### src/rtl/flag_pkg.sv
package flag_pkg;
  localparam int ADDR_W = 4;
  localparam int NCFG   = 8;

  typedef enum logic [ADDR_W-1:0] {
    A_DIR  = 4'd0,
    A_OUT  = 4'd1,
    A_POL  = 4'd2,
    A_EDGE = 4'd3,
    A_IEN  = 4'd4,
    A_WAKE = 4'd5,
    A_ALT  = 4'd6,
    A_TRIP = 4'd7,
    A_STAT = 4'd8,
    A_PIN  = 4'd9
  } reg_addr_e;
endpackage

### src/rtl/flag_regs.sv
module flag_regs
  import flag_pkg::*;
#(
  parameter int N = 8
) (
  input  logic                        clk,
  input  logic                        rst_n,
  input  logic                        wr_en,
  input  logic [ADDR_W-1:0]           addr,
  input  logic [N-1:0]                wdata,
  output logic [NCFG-1:0][N-1:0]      cfg
);
  logic [NCFG-1:0][N-1:0] cfg_q;
  logic [NCFG-1:0][N-1:0] cfg_d;
  logic [NCFG-1:0]        cfg_en;

  always_comb begin
    for (int k = 0; k < NCFG; k++) begin
      cfg_en[k] = wr_en && (addr == ADDR_W'(k));
      cfg_d[k]  = wdata;
    end
  end

  always_ff @(posedge clk or negedge rst_n) begin
    if (!rst_n) begin
      cfg_q <= '0;
    end else begin
      for (int k = 0; k < NCFG; k++) begin
        if (cfg_en[k]) cfg_q[k] <= cfg_d[k];
      end
    end
  end

  assign cfg = cfg_q;
endmodule

### src/rtl/flag_sync.sv
module flag_sync #(
  parameter int N = 8
) (
  input  logic         clk,
  input  logic         rst_n,
  input  logic [N-1:0] pin_raw,
  output logic [N-1:0] pin_sync
);
  logic [N-1:0] meta_q, stab_q;
  logic [N-1:0] meta_d, stab_d;

  always_comb begin
    meta_d = pin_raw;
    stab_d = meta_q;
  end

  always_ff @(posedge clk or negedge rst_n) begin
    if (!rst_n) begin
      meta_q <= '0;
      stab_q <= '0;
    end else begin
      meta_q <= meta_d;
      stab_q <= stab_d;
    end
  end

  assign pin_sync = stab_q;
endmodule

### src/rtl/flag_event.sv
module flag_event #(
  parameter int N = 8
) (
  input  logic         clk,
  input  logic         rst_n,
  input  logic [N-1:0] act,
  input  logic [N-1:0] edge_sel,
  input  logic         clr_wr,
  input  logic [N-1:0] clr_mask,
  output logic [N-1:0] held,
  output logic [N-1:0] status
);
  logic [N-1:0] prev_q, prev_d;
  logic [N-1:0] sticky_q, sticky_d;
  logic [N-1:0] rise, set_v, clr_v;
  logic         sticky_en;

  always_comb begin
    rise      = act & ~prev_q;
    set_v     = rise & edge_sel;
    clr_v     = clr_wr ? clr_mask : '0;
    prev_d    = act;
    sticky_d  = (sticky_q & ~clr_v) | set_v;
    sticky_en = clr_wr | (|set_v);
  end

  always_ff @(posedge clk or negedge rst_n) begin
    if (!rst_n) begin
      prev_q   <= '0;
      sticky_q <= '0;
    end else begin
      prev_q <= prev_d;
      if (sticky_en) sticky_q <= sticky_d;
    end
  end

  assign held   = sticky_q;
  assign status = (edge_sel & sticky_q) | (~edge_sel & act);
endmodule

### src/rtl/flag_pad_mux.sv
module flag_pad_mux #(
  parameter int N = 8
) (
  input  logic [N-1:0] dir,
  input  logic [N-1:0] dout,
  input  logic [N-1:0] alt,
  input  logic [N-2:0] ss_drive_n,
  input  logic         pin0_sync,
  output logic [N-1:0] pad_out,
  output logic [N-1:0] pad_oe,
  output logic         ss_in_n
);
  for (genvar i = 0; i < N; i++) begin : g_line
    if (i == 0) begin : g_sel_in
      assign pad_oe[i]  = dir[i] & ~alt[i];
      assign pad_out[i] = dout[i];
    end else begin : g_sel_out
      assign pad_oe[i]  = dir[i] | alt[i];
      assign pad_out[i] = alt[i] ? ss_drive_n[i-1] : dout[i];
    end
  end

  assign ss_in_n = alt[0] ? pin0_sync : 1'b1;
endmodule

### src/rtl/flag_port_ctrl.sv
module flag_port_ctrl
  import flag_pkg::*;
#(
  parameter int N = 8
) (
  input  logic              clk,
  input  logic              rst_n,
  input  logic              wr_en,
  input  logic [ADDR_W-1:0] addr,
  input  logic [N-1:0]      wdata,
  output logic [N-1:0]      rdata,
  input  logic [N-1:0]      pad_in,
  output logic [N-1:0]      pad_out,
  output logic [N-1:0]      pad_oe,
  input  logic [N-2:0]      ss_drive_n,
  output logic              ss_in_n,
  output logic              trip_n,
  output logic              irq,
  output logic              wake
);
  logic [1:0]             rst_pipe_q;
  logic                   rst_sync_n;
  logic [NCFG-1:0][N-1:0] cfg;
  logic [N-1:0] dir_q, out_q, pol_q, edge_q, ien_q, wake_q, alt_q, trip_q;
  logic [N-1:0] pin_sync, act, held, status;
  logic         clr_wr;

  always_ff @(posedge clk or negedge rst_n) begin
    if (!rst_n) rst_pipe_q <= '0;
    else        rst_pipe_q <= {rst_pipe_q[0], 1'b1};
  end
  assign rst_sync_n = rst_pipe_q[1];

  flag_regs #(.N(N)) u_regs (
    .clk(clk), .rst_n(rst_sync_n), .wr_en(wr_en), .addr(addr),
    .wdata(wdata), .cfg(cfg)
  );

  assign dir_q  = cfg[A_DIR];
  assign out_q  = cfg[A_OUT];
  assign pol_q  = cfg[A_POL];
  assign edge_q = cfg[A_EDGE];
  assign ien_q  = cfg[A_IEN];
  assign wake_q = cfg[A_WAKE];
  assign alt_q  = cfg[A_ALT];
  assign trip_q = cfg[A_TRIP];

  flag_sync #(.N(N)) u_sync (
    .clk(clk), .rst_n(rst_sync_n), .pin_raw(pad_in), .pin_sync(pin_sync)
  );

  assign act    = pin_sync ^ pol_q;
  assign clr_wr = wr_en && (addr == A_STAT);

  flag_event #(.N(N)) u_event (
    .clk(clk), .rst_n(rst_sync_n), .act(act), .edge_sel(edge_q),
    .clr_wr(clr_wr), .clr_mask(wdata), .held(held), .status(status)
  );

  flag_pad_mux #(.N(N)) u_mux (
    .dir(dir_q), .dout(out_q), .alt(alt_q), .ss_drive_n(ss_drive_n),
    .pin0_sync(pin_sync[0]), .pad_out(pad_out), .pad_oe(pad_oe),
    .ss_in_n(ss_in_n)
  );

  assign irq    = |(status & ien_q);
  assign trip_n = ~|(act & trip_q);
  assign wake   = |((pad_in ^ pol_q) & wake_q & ~dir_q);

  always_comb begin
    rdata = '0;
    if (addr < ADDR_W'(NCFG)) rdata = cfg[addr[2:0]];
    else if (addr == A_STAT)  rdata = status;
    else if (addr == A_PIN)   rdata = pin_sync;
  end
endmodule

### config.mk
export PLATFORM = sky130hd
export DESIGN_NAME = flag_port_ctrl
export DESIGN_NICKNAME = d
export VERILOG_FILES = /design/src/rtl/flag_pkg.sv /design/src/rtl/flag_regs.sv /design/src/rtl/flag_sync.sv /design/src/rtl/flag_event.sv /design/src/rtl/flag_pad_mux.sv /design/src/rtl/flag_port_ctrl.sv
export SDC_FILE = /design/constraint.sdc
export NUM_CORES = 1
export LEC_CHECK = 0
export ABC_CLOCK_PERIOD_IN_PS = 6800
export CAP_MARGIN = 25
export CORE_MARGIN = 4
export CORE_UTILIZATION = 49
export DETAILED_ROUTE_END_ITERATION = 8
export PLACE_DENSITY = 0.77
export SLEW_MARGIN = 20
export SYNTH_ARGS = -nofsm -noshare
export SYNTH_HDL_FRONTEND = slang
export SYNTH_HIERARCHICAL = 1
export SYNTH_SLANG_ARGS = --single-unit
### constraint.sdc
create_clock -name clk -period 6.8 [get_ports clk]
set_input_delay 1.02 -clock clk [delete_from_list [all_inputs] [get_ports clk]]
set_output_delay 1.02 -clock clk [all_outputs]
set_load 0.05 [all_outputs]
==> results of run 1 <==
routing by layer:
layer  wire, um  vias up
met5          0        -
met4         89        0
met3        775        6
met2       5280      105
met1       4760     1526
li1           -     1343
path summary, 6_finish.rpt:
kind	from	end	slack [ns]	depth (start not counted)
min in group clk	u_sync/meta_q[6]	u_sync/pin_sync[6]	0.36	0
max reg2reg	rst_pipe_q[1]	u_regs/cfg[41]	5.36	1
max in group asynchronous	rst_pipe_q[1]	u_regs/cfg[41]	5.36	1
max	addr[0]	rdata[2]	1.74	5
min	rst_pipe_q[1]	u_regs/cfg[48]	0.27	0
min reg2reg	rst_pipe_q[1]	u_regs/cfg[48]	0.27	0
cells in the mapped netlist, types with 2 or more instances:
library cell / n
buf_2: 3
xor2_1: 8
a22oi_1: 8
o2bb2ai_1: 8
nand3b_2: 2
mux4_2: 8
dfrtp_1: 98
or2_1: 7
buf_4: 3
nor2_1: 2
a221o_1: 7
nand2b_1: 6
o32ai_1: 4
mux2_2: 72
buf_6: 4
mux2i_1: 16
mux2_4: 15
nand2_1: 18
xnor2_1: 8
nor3b_4: 3
inv_1: 4
o22ai_1: 7
stage by stage:
step                      cells  hold WS, ns  setup WS (ns)  util, %  power, uW
after floorplan             328        0.331           3.35        -       1250
after global placement      506        0.263           1.76     57.8       1430
after detailed placement    506        0.275           1.71     57.8       1440
after CTS                   522        0.288           1.69     59.9       1830
after global routing        522        0.317           1.60     59.9       1900
final                       522        0.268           1.74     59.9       1820
power groups by stage:
stage	logic (uW)	clock network [uW]	registers (uW)
floorplan	462	0	792
CTS	624	395	812
global route	659	416	829
global placement	609	0	816
detailed placement	620	0	822
finish	620	385	812
cell type report:
cell class	count	area share (%)
inverter	4	0.269
multi-input combinational	214	38.5
clock buffer	9	2.22
sequential	98	43.9
tap	129	2.89
clock inverter	7	1.39
timing repair buffer	61	10.7
logic make-up after synthesis:
family	after synthesis	share of synthesized area [%]
and+or+nand+nor	50	7.19
xor gates and xnor gates	16	2.97
DFF	98	52.0
muxes	111	29.2
other	1	0.0795
buffers and inverters	16	2.39
AOI/OAI and AO/OA	36	6.26
worst max-delay path, cell delays in order:
cell,delay (ns)
clkdlybuf4s50_1,1.03
buf_4,0.37
mux4_2,0.52
a221o_1,0.37
clkdlybuf4s50_1,0.72
flip-flops by register name (all words and copies together) (netlist names):
name / flops
u_sync/pin_sync: 8
u_event/held: 8
u_sync/meta_q: 8
u_regs/cfg: 64
u_event/prev_q: 8
rst_pipe_q: 2
==> flow_metrics.py, run 1 <==
metrics = {
    "yosys": {
        "synth.area.top_cells": "dfrtp_1 52%, mux2_2 17%, mux2_4 4.8%",
        "synth_edf_count": 0,
        "synth_top_cell_by_area": "dfrtp_1",
        "synth-main-ff-cell": "dfrtp_1",
        "synth_area_sq_um": 4720,
        "synth-seq-area-share_pct": 52.0,
        "ys_seq_elements": 98,
        "synth_cell_types": 39,
        "synthCells": 328,
        "yosysTopAreaCellShare_pct": 52.0,
        "syn_nets": 358,
        "synth_warnings": 6,
        "synth-async-reset-ratio_pct": 100,
        "syn_area_per_cell_sq_um": 14.4,
    },
    "clock_tree": {
        "clk_latency_ns": 0.37,
        "post-cts-setup-buffers": 0,
        "hold_buffers": 0,
        "h-tree-depth": 3,
        "cts_buffers": 9,
        "cts.sinks": 98,
        "cts_tree": "done",
        "ctsResizeCount": 0,
        "clk_pin_slew_ns": 0.10,
        "cts_root_buf": "clkbuf_8",
        "clk_path_buf_depth": 2,
    },
    "layout": {
        "layout_commonest_cell": "dfrtp_1",
        "diodes": 0,
        "fillers": 755,
        "drive_gt1_share_pct": 31.8,
        "final_area_sq_um": 5590,
        "mostFrequentLayoutCells": "97 x dfrtp_1, 72 x mux2_2, 57 x clkdlybuf4s50_1, 18 x nand2_1, 16 x mux2i_1",
        "nets": 418,
        "synthToLayoutAreaGrowth_pct": 18.4,
        "multi_input_area_sq_um": 2150,
        "seq_area_sq_um": 2460,
    },
    "global_routing": {
        "grt_start_max_net_pins": 67,
        "met3_usage_pct": 5.65,
        "grt-ovfl-total": 0,
        "grt_pass1_vias": 3209,
        "grt_busiest_layer": "met2",
        "grt_pass1_wl_mm": 17.7,
        "met1_usage_pct": 28.2,
        "antenna_found_initial": 0,
        "gr-usage-met2_pct": 31.5,
        "grt_usage_pct": 20.4,
    },
    "floorplanning": {
        "std_cell_rows": 35,
        "fp.dieW_um": 106,
        "die_h_um": 106,
        "coreArea_sq_um": 9330,
        "ios": 58,
        "initial_core_util_pct": 50.6,
        "die-area_sq_um": 11300,
    },
    "power": {
        "p_per_area_nw_per_um2": 325,
        "pwr-share-comb_pct": 34.1,
        "sequentialPowerShare_pct": 44.7,
        "swShare_pct": 35.2,
        "pwr-share-clk_pct": 21.2,
        "p_int_uw": 1180,
        "leakage_uw": 0.00236,
        "peakVddDrop_uv": 234,
        "netSwitchingPower_uw": 639,
    },
    "critical_path": {
        "endpoint_kind": "primary output",
        "start_kind": "primary input",
        "path_class": "primary input to primary output",
        "critPathArrivalTime_ns": 4.04,
        "cp_max_fo": 14,
        "required_ns": 5.78,
    },
    "placed_design": {
        "place.gp.congestion": 0.867,
        "placed_area_sq_um": 5390,
        "hpwl_mm": 7.43,
        "io_buffers": 57,
    },
    "timing": {
        "hold_viol": 0,
        "min_period_ns": 5.06,
        "relSlewSlack_pct": 42.2,
        "finalSetupViolations": 0,
        "slew_viol_final": 0,
        "grt_setup_unrepaired": "false",
        "finClkSkew_ns": 0.00881,
        "period_share_pct": 74.4,
        "fin_setup_tns_ns": 0,
        "tightest_slew_ns": 0.864,
        "clock.fmax_mhz": 198,
    },
    "run": {
        "drv_cap": 0,
    },
    "routing": {
        "wl_per_cell_um": 20.9,
        "drt-vias-per-instance": 5.71,
        "num_vias": 2980,
        "drc": 0,
        "drt_iter0_drc": 170,
        "firstDrtPassIters": 4,
        "wirelength_mm": 10.9,
        "drtAntennaViolNets": 0,
    },
    "hold_path": {
        "min_path_type": "register to asynchronous set/reset pin",
    },
    "outcome": {
        "status": "completed",
    },
}
Power figures use the tool's default switching activity.
==> run 2: changes to the inputs <==
- ABC_CLOCK_PERIOD_IN_PS: 6800 -> 4100
- PLACE_DENSITY: 0.77 -> 0.79
- clock period: 6.8 -> 4.1 ns (I/O delays scaled with it)
==> run 2 against run 1 <==
Effect of this change:
- sequential share of layout area fell by 0.55 points
- core utilization rose by 0.76 points
- total power is 65% higher
- die area unchanged
- final cell count is 0.19% higher
- combinational power rose by 71%
- global-route usage shrank 0.64 points
- design area rose by 1.3%
- clock power rose by 53%
- largest power group unchanged
==> flow_metrics.py, run 2 (synthesized netlist as in run 1, its figures left out) <==
metrics = {
    "power": {
        "leakage_uw": 0.00239,
        "peakVddDrop_uv": 229,
        "p_per_area_nw_per_um2": 529,
    },
    "floorplanning": {
        "die-area_sq_um": 11300,
        "coreArea_sq_um": 9330,
        "die_h_um": 106,
        "fp.dieW_um": 106,
        "std_cell_rows": 35,
        "initial_core_util_pct": 50.6,
        "ios": 58,
    },
    "outcome": {
        "status": "completed",
    },
    "clock_tree": {
        "ctsResizeCount": 0,
        "cts_tree": "done",
        "clk_path_buf_depth": 2,
        "cts.sinks": 98,
        "clk_latency_ns": 0.36,
        "hold_buffers": 0,
        "post-cts-setup-buffers": 0,
        "cts_root_buf": "clkbuf_8",
        "clk_pin_slew_ns": 0.10,
        "cts_buffers": 9,
        "h-tree-depth": 3,
    },
    "global_routing": {
        "grt_start_max_net_pins": 55,
        "grt_pass1_vias": 3055,
        "grt_usage_pct": 19.8,
        "antenna_found_initial": 0,
        "grt-ovfl-total": 0,
        "grt_pass1_wl_mm": 17.0,
    },
    "critical_path": {
        "cp_max_fo": 11,
        "slowest_stage": "nor3b_2",
        "rr_worst_depth": 1,
        "worstReg2RegStart": "rst_pipe_q[1]",
        "rrSetupSlack_ns": 2.71,
        "path_class": "primary input to primary output",
        "required_ns": 3.48,
        "timing.rr.end": "u_event/prev_q[3]",
        "start_kind": "primary input",
        "critPathArrivalTime_ns": 2.75,
        "crit_chain": "clkdlybuf4s50_1 > nor3b_2 > a2bb2oi_1 > o211ai_1 > buf_12",
        "endpoint_kind": "primary output",
        "slowest_delay_ns": 0.86,
    },
    "timing": {
        "slew_viol_final": 0,
        "fin_ws_ns": 0.737,
        "grt_setup_unrepaired": "false",
        "holdWs_ns": 0.357,
        "period_share_pct": 82.0,
        "hold_viol": 0,
        "finalSetupViolations": 0,
        "relSlewSlack_pct": 35.1,
        "tightest_slew_ns": 0.970,
        "clock.fmax_mhz": 297,
        "finClkSkew_ns": 0.0124,
        "min_period_ns": 3.36,
        "fin_setup_tns_ns": 0,
    },
    "layout": {
        "fillers": 729,
        "largest_reg_flops": 64,
        "diodes": 0,
        "nets": 419,
        "drive_gt1_share_pct": 34.0,
        "mostFrequentLayoutCells": "97 x dfrtp_1, 72 x mux2_2, 49 x clkdlybuf4s50_1, 18 x nand2_1, 16 x mux2i_1",
        "layout_commonest_cell": "dfrtp_1",
        "fin_cells": 523,
        "synthToLayoutAreaGrowth_pct": 19.9,
    },
    "routing": {
        "wl_per_cell_um": 20.6,
        "wl_met3_um": 748,
        "wl_met1_mm": 4.73,
        "met2WireLength_mm": 5.00,
        "top_layer": "met4",
        "wirelength_mm": 10.8,
        "firstDrtPassIters": 4,
        "drt-vias-per-instance": 5.71,
        "drc": 0,
        "drtAntennaViolNets": 0,
        "num_vias": 2985,
        "drt_iter0_drc": 147,
    },
    "placed_design": {
        "placedCellCount": 507,
        "place.gp.congestion": 0.805,
        "hpwl_mm": 7.41,
        "io_buffers": 57,
        "dp_slack_ns": 0.749,
    },
    "hold_path": {
        "holdPathEnd": "u_sync/pin_sync[0]",
        "worstHoldStart": "u_sync/meta_q[0]",
        "min_path_type": "register to register",
        "hold_path_depth": 0,
    },
    "run": {
        "drv_cap": 0,
    },
}
run 2: cell count changes in the layout (fill, tap and decap cells not counted):
cell	before	now
buf_12	0	8
buf_4	4	5
bufinv_16	1	0
clkdlybuf4s50_1	57	49
clkinv_2	1	0
clkinv_4	2	0
clkinvlp_4	1	4
inv_6	2	1
inv_8	0	2
run 2: metrics by stage:
step	util (%)	cell area [sq um]	power, uW
after floorplan	-	4720	2080
after global placement	58.7	5480	2400
after detailed placement	58.7	5480	2430
after CTS	60.7	5660	3010
after global routing	60.7	5660	3130
final	60.7	5660	3000
run 2: power breakdown:
part / leakage [uW] / internal [uW] / switching (uW) / total (uW)
clock network: 0.0000819 / 231 / 358 / 589
registers: 0.00116 / 1170 / 185 / 1350
logic: 0.00114 / 530 / 527 / 1060
run 2: final cells by class:
class	instances	area (sq um)	area share (%)
Clock buffer	9	124	2.19
Clock inverter	7	61.3	1.08
Inverter	4	15.0	0.265
Multi-Input combinational cell	214	2150	38.1
Sequential cell	98	2460	43.4
Tap cell	129	161	2.85
Timing Repair Buffer	62	688	12.2
run 2: metal layers:
layer,vias to the layer above,track usage [%]
li1,1342,-
met1,1519,28.3
met2,102,30.5
met3,22,2.91
met4,0,7.68
met5,-,0
run 2: worst max-delay path: cells and delay by family:
| kind | cells | cell delay [ns] |
|---|---|---|
| buf+inv | 2 | 0.90 |
| compound gates | 2 | 0.36 |
| simple gates | 1 | 0.86 |
run 2: worst max-delay path by stage:
stage             startpoint  slack (ns)              end  cells past startpoint
4_1_cts              addr[2]        0.76         rdata[1]                      5
3_3_place_gp         addr[2]        0.78         rdata[5]                      5
3_5_place_dp         addr[2]        0.75         rdata[1]                      5
6_report             addr[1]        0.74         rdata[6]                      5
2_1_floorplan  rst_pipe_q[1]        1.17  u_event/held[0]                      0
5_1_grt              addr[2]        0.69         rdata[1]                      5
==> run 3: changes to the inputs <==
- ABC_CLOCK_PERIOD_IN_PS: 4100 -> 3000
- clock period: 4.1 -> 3 ns (I/O delays scaled with it)
==> run 3 against run 2 <==
Effect of this change:
- clock skew shrank 0.0013 ns
- largest power group unchanged
- wire length is 1.0% lower
- hold slack got worse by 0.13 ns
- sequential share of layout area is 0.76 points lower
- combinational power up 38%
- core utilization rose by 1.1 points
- non-clock buffer count grew 9
- die area unchanged
- flip-flop and latch count unchanged
- design area rose by 1.8%
- clock power rose by 44%
==> flow_metrics.py, run 3 (synthesized netlist as in run 1, its figures left out) <==
metrics = {
    "layout": {
        "nets": 428,
        "drive_gt1_share_pct": 35.2,
        "mostFrequentLayoutCells": "97 x dfrtp_1, 72 x mux2_2, 47 x clkdlybuf4s50_1, 18 x nand2_1, 16 x mux2i_1",
        "largest_reg_flops": 64,
        "fin_cells": 532,
        "diodes": 0,
        "synthToLayoutAreaGrowth_pct": 22.1,
        "fillers": 717,
        "layout_commonest_cell": "dfrtp_1",
    },
    "timing": {
        "min_period_ns": 2.83,
        "grt_setup_unrepaired": "false",
        "hold_viol": 0,
        "holdWs_ns": 0.229,
        "finClkSkew_ns": 0.0112,
        "clock.fmax_mhz": 353,
        "slew_viol_final": 0,
        "finalSetupViolations": 0,
        "fin_setup_tns_ns": 0,
        "relSlewSlack_pct": 56.3,
        "tightest_slew_ns": 0.654,
        "period_share_pct": 94.5,
    },
    "placed_design": {
        "io_buffers": 57,
        "place.gp.congestion": 0.827,
        "placedCellCount": 516,
        "hpwl_mm": 7.46,
    },
    "clock_tree": {
        "cts_tree": "done",
        "cts_root_buf": "clkbuf_8",
        "clk_latency_ns": 0.37,
        "cts.sinks": 98,
        "cts_buffers": 9,
        "h-tree-depth": 3,
        "clk_path_buf_depth": 2,
        "hold_buffers": 0,
        "clk_pin_slew_ns": 0.09,
    },
    "global_routing": {
        "grt_pass1_wl_mm": 16.9,
        "grt_usage_pct": 19.6,
        "grt_pass1_vias": 3113,
        "grt-ovfl-total": 0,
        "grt_start_max_net_pins": 52,
        "antenna_found_initial": 0,
    },
    "routing": {
        "firstDrtPassIters": 4,
        "num_vias": 3045,
        "wl_per_cell_um": 20.0,
        "drtAntennaViolNets": 0,
        "drc": 0,
        "drt-vias-per-instance": 5.72,
        "drt_iter0_drc": 188,
        "wirelength_mm": 10.6,
    },
    "run": {
        "drv_cap": 0,
    },
    "outcome": {
        "status": "completed",
    },
    "critical_path": {
        "critPathArrivalTime_ns": 2.38,
        "endpoint_kind": "primary output",
        "rr_worst_depth": 3,
        "path_class": "register to primary output",
        "required_ns": 2.55,
        "cp_max_fo": 4,
        "start_kind": "register",
    },
    "floorplanning": {
        "die-area_sq_um": 11300,
        "initial_core_util_pct": 50.6,
        "ios": 58,
        "std_cell_rows": 35,
        "die_h_um": 106,
        "coreArea_sq_um": 9330,
        "fp.dieW_um": 106,
    },
    "power": {
        "peakVddDrop_uv": 398,
        "leakage_uw": 0.00246,
        "p_per_area_nw_per_um2": 721,
    },
    "hold_path": {
        "min_path_type": "primary input to asynchronous set/reset pin",
    },
}
==> run 3: metrics by stage <==
step                      worst slack, ns  power (uW)  cell area (sq um)  util [%]
final                               0.165        4150               5760      61.8
after global routing               0.0773        4340               5760      61.8
after CTS                          0.0597        4190               5760      61.7
after detailed placement            0.203        3330               5570      59.7
after global placement              0.215        3290               5570      59.7
after floorplan                    0.0680        2840               4720         -
==> run 3: path summary, 6_finish.rpt <==
check                            startpoint  slack (ns)                  to
setup / recovery             u_regs/cfg[16]        0.17              trip_n
max in group asynchronous     rst_pipe_q[1]        1.96      u_regs/cfg[31]
hold / removal                        rst_n        0.23       rst_pipe_q[1]
min in group clk           u_sync/meta_q[2]        0.35  u_sync/pin_sync[2]
hold reg to reg               rst_pipe_q[1]        0.34    u_sync/meta_q[0]
setup reg to reg             u_regs/cfg[23]        1.91     u_event/held[7]
==> run 3: what timing repair did <==
| action | 4_1_cts | 5_1_grt |
|---|---|---|
| setup endpoints to repair | 0 | 1 |
| gates resized for setup | 0 | 1 |
| setup buffers | 0 | 0 |
==> run 3: power breakdown <==
part | internal [uW] | switching [uW]
clock | 392 | 457
sequential | 1590 | 249
combinational | 731 | 730
==> run 3: routing by layer <==
metal	track usage, %	wire, um	vias up	part of all wire, %
li1	-	-	1360	-
met1	26.0	4680	1574	44
met2	31.9	5160	88	49
met3	3.52	549	23	5.2
met4	7.59	249	0	2.3
met5	0	0	-	0
==> run 3: critical path, cell delays in order, from the launching register on <==
cell and delay, ns:
dfrtp_1 0.43, xor2_1 0.22, a22oi_1 0.28, and4_1 0.27
clkdlybuf4s50_1 0.81
==> run 3: final cells by class <==
cell class              instances  area, sq um  share of cell area [%]
well taps                     129          161                    2.80
flip-flops and latches         98         2460                    42.6
clock buffers                  11          131                    2.28
inverters                       4         15.0                   0.261
clock inverters                 5         62.6                    1.09
repair buffers                 71          781                    13.6
multi-input cells             214         2150                    37.4
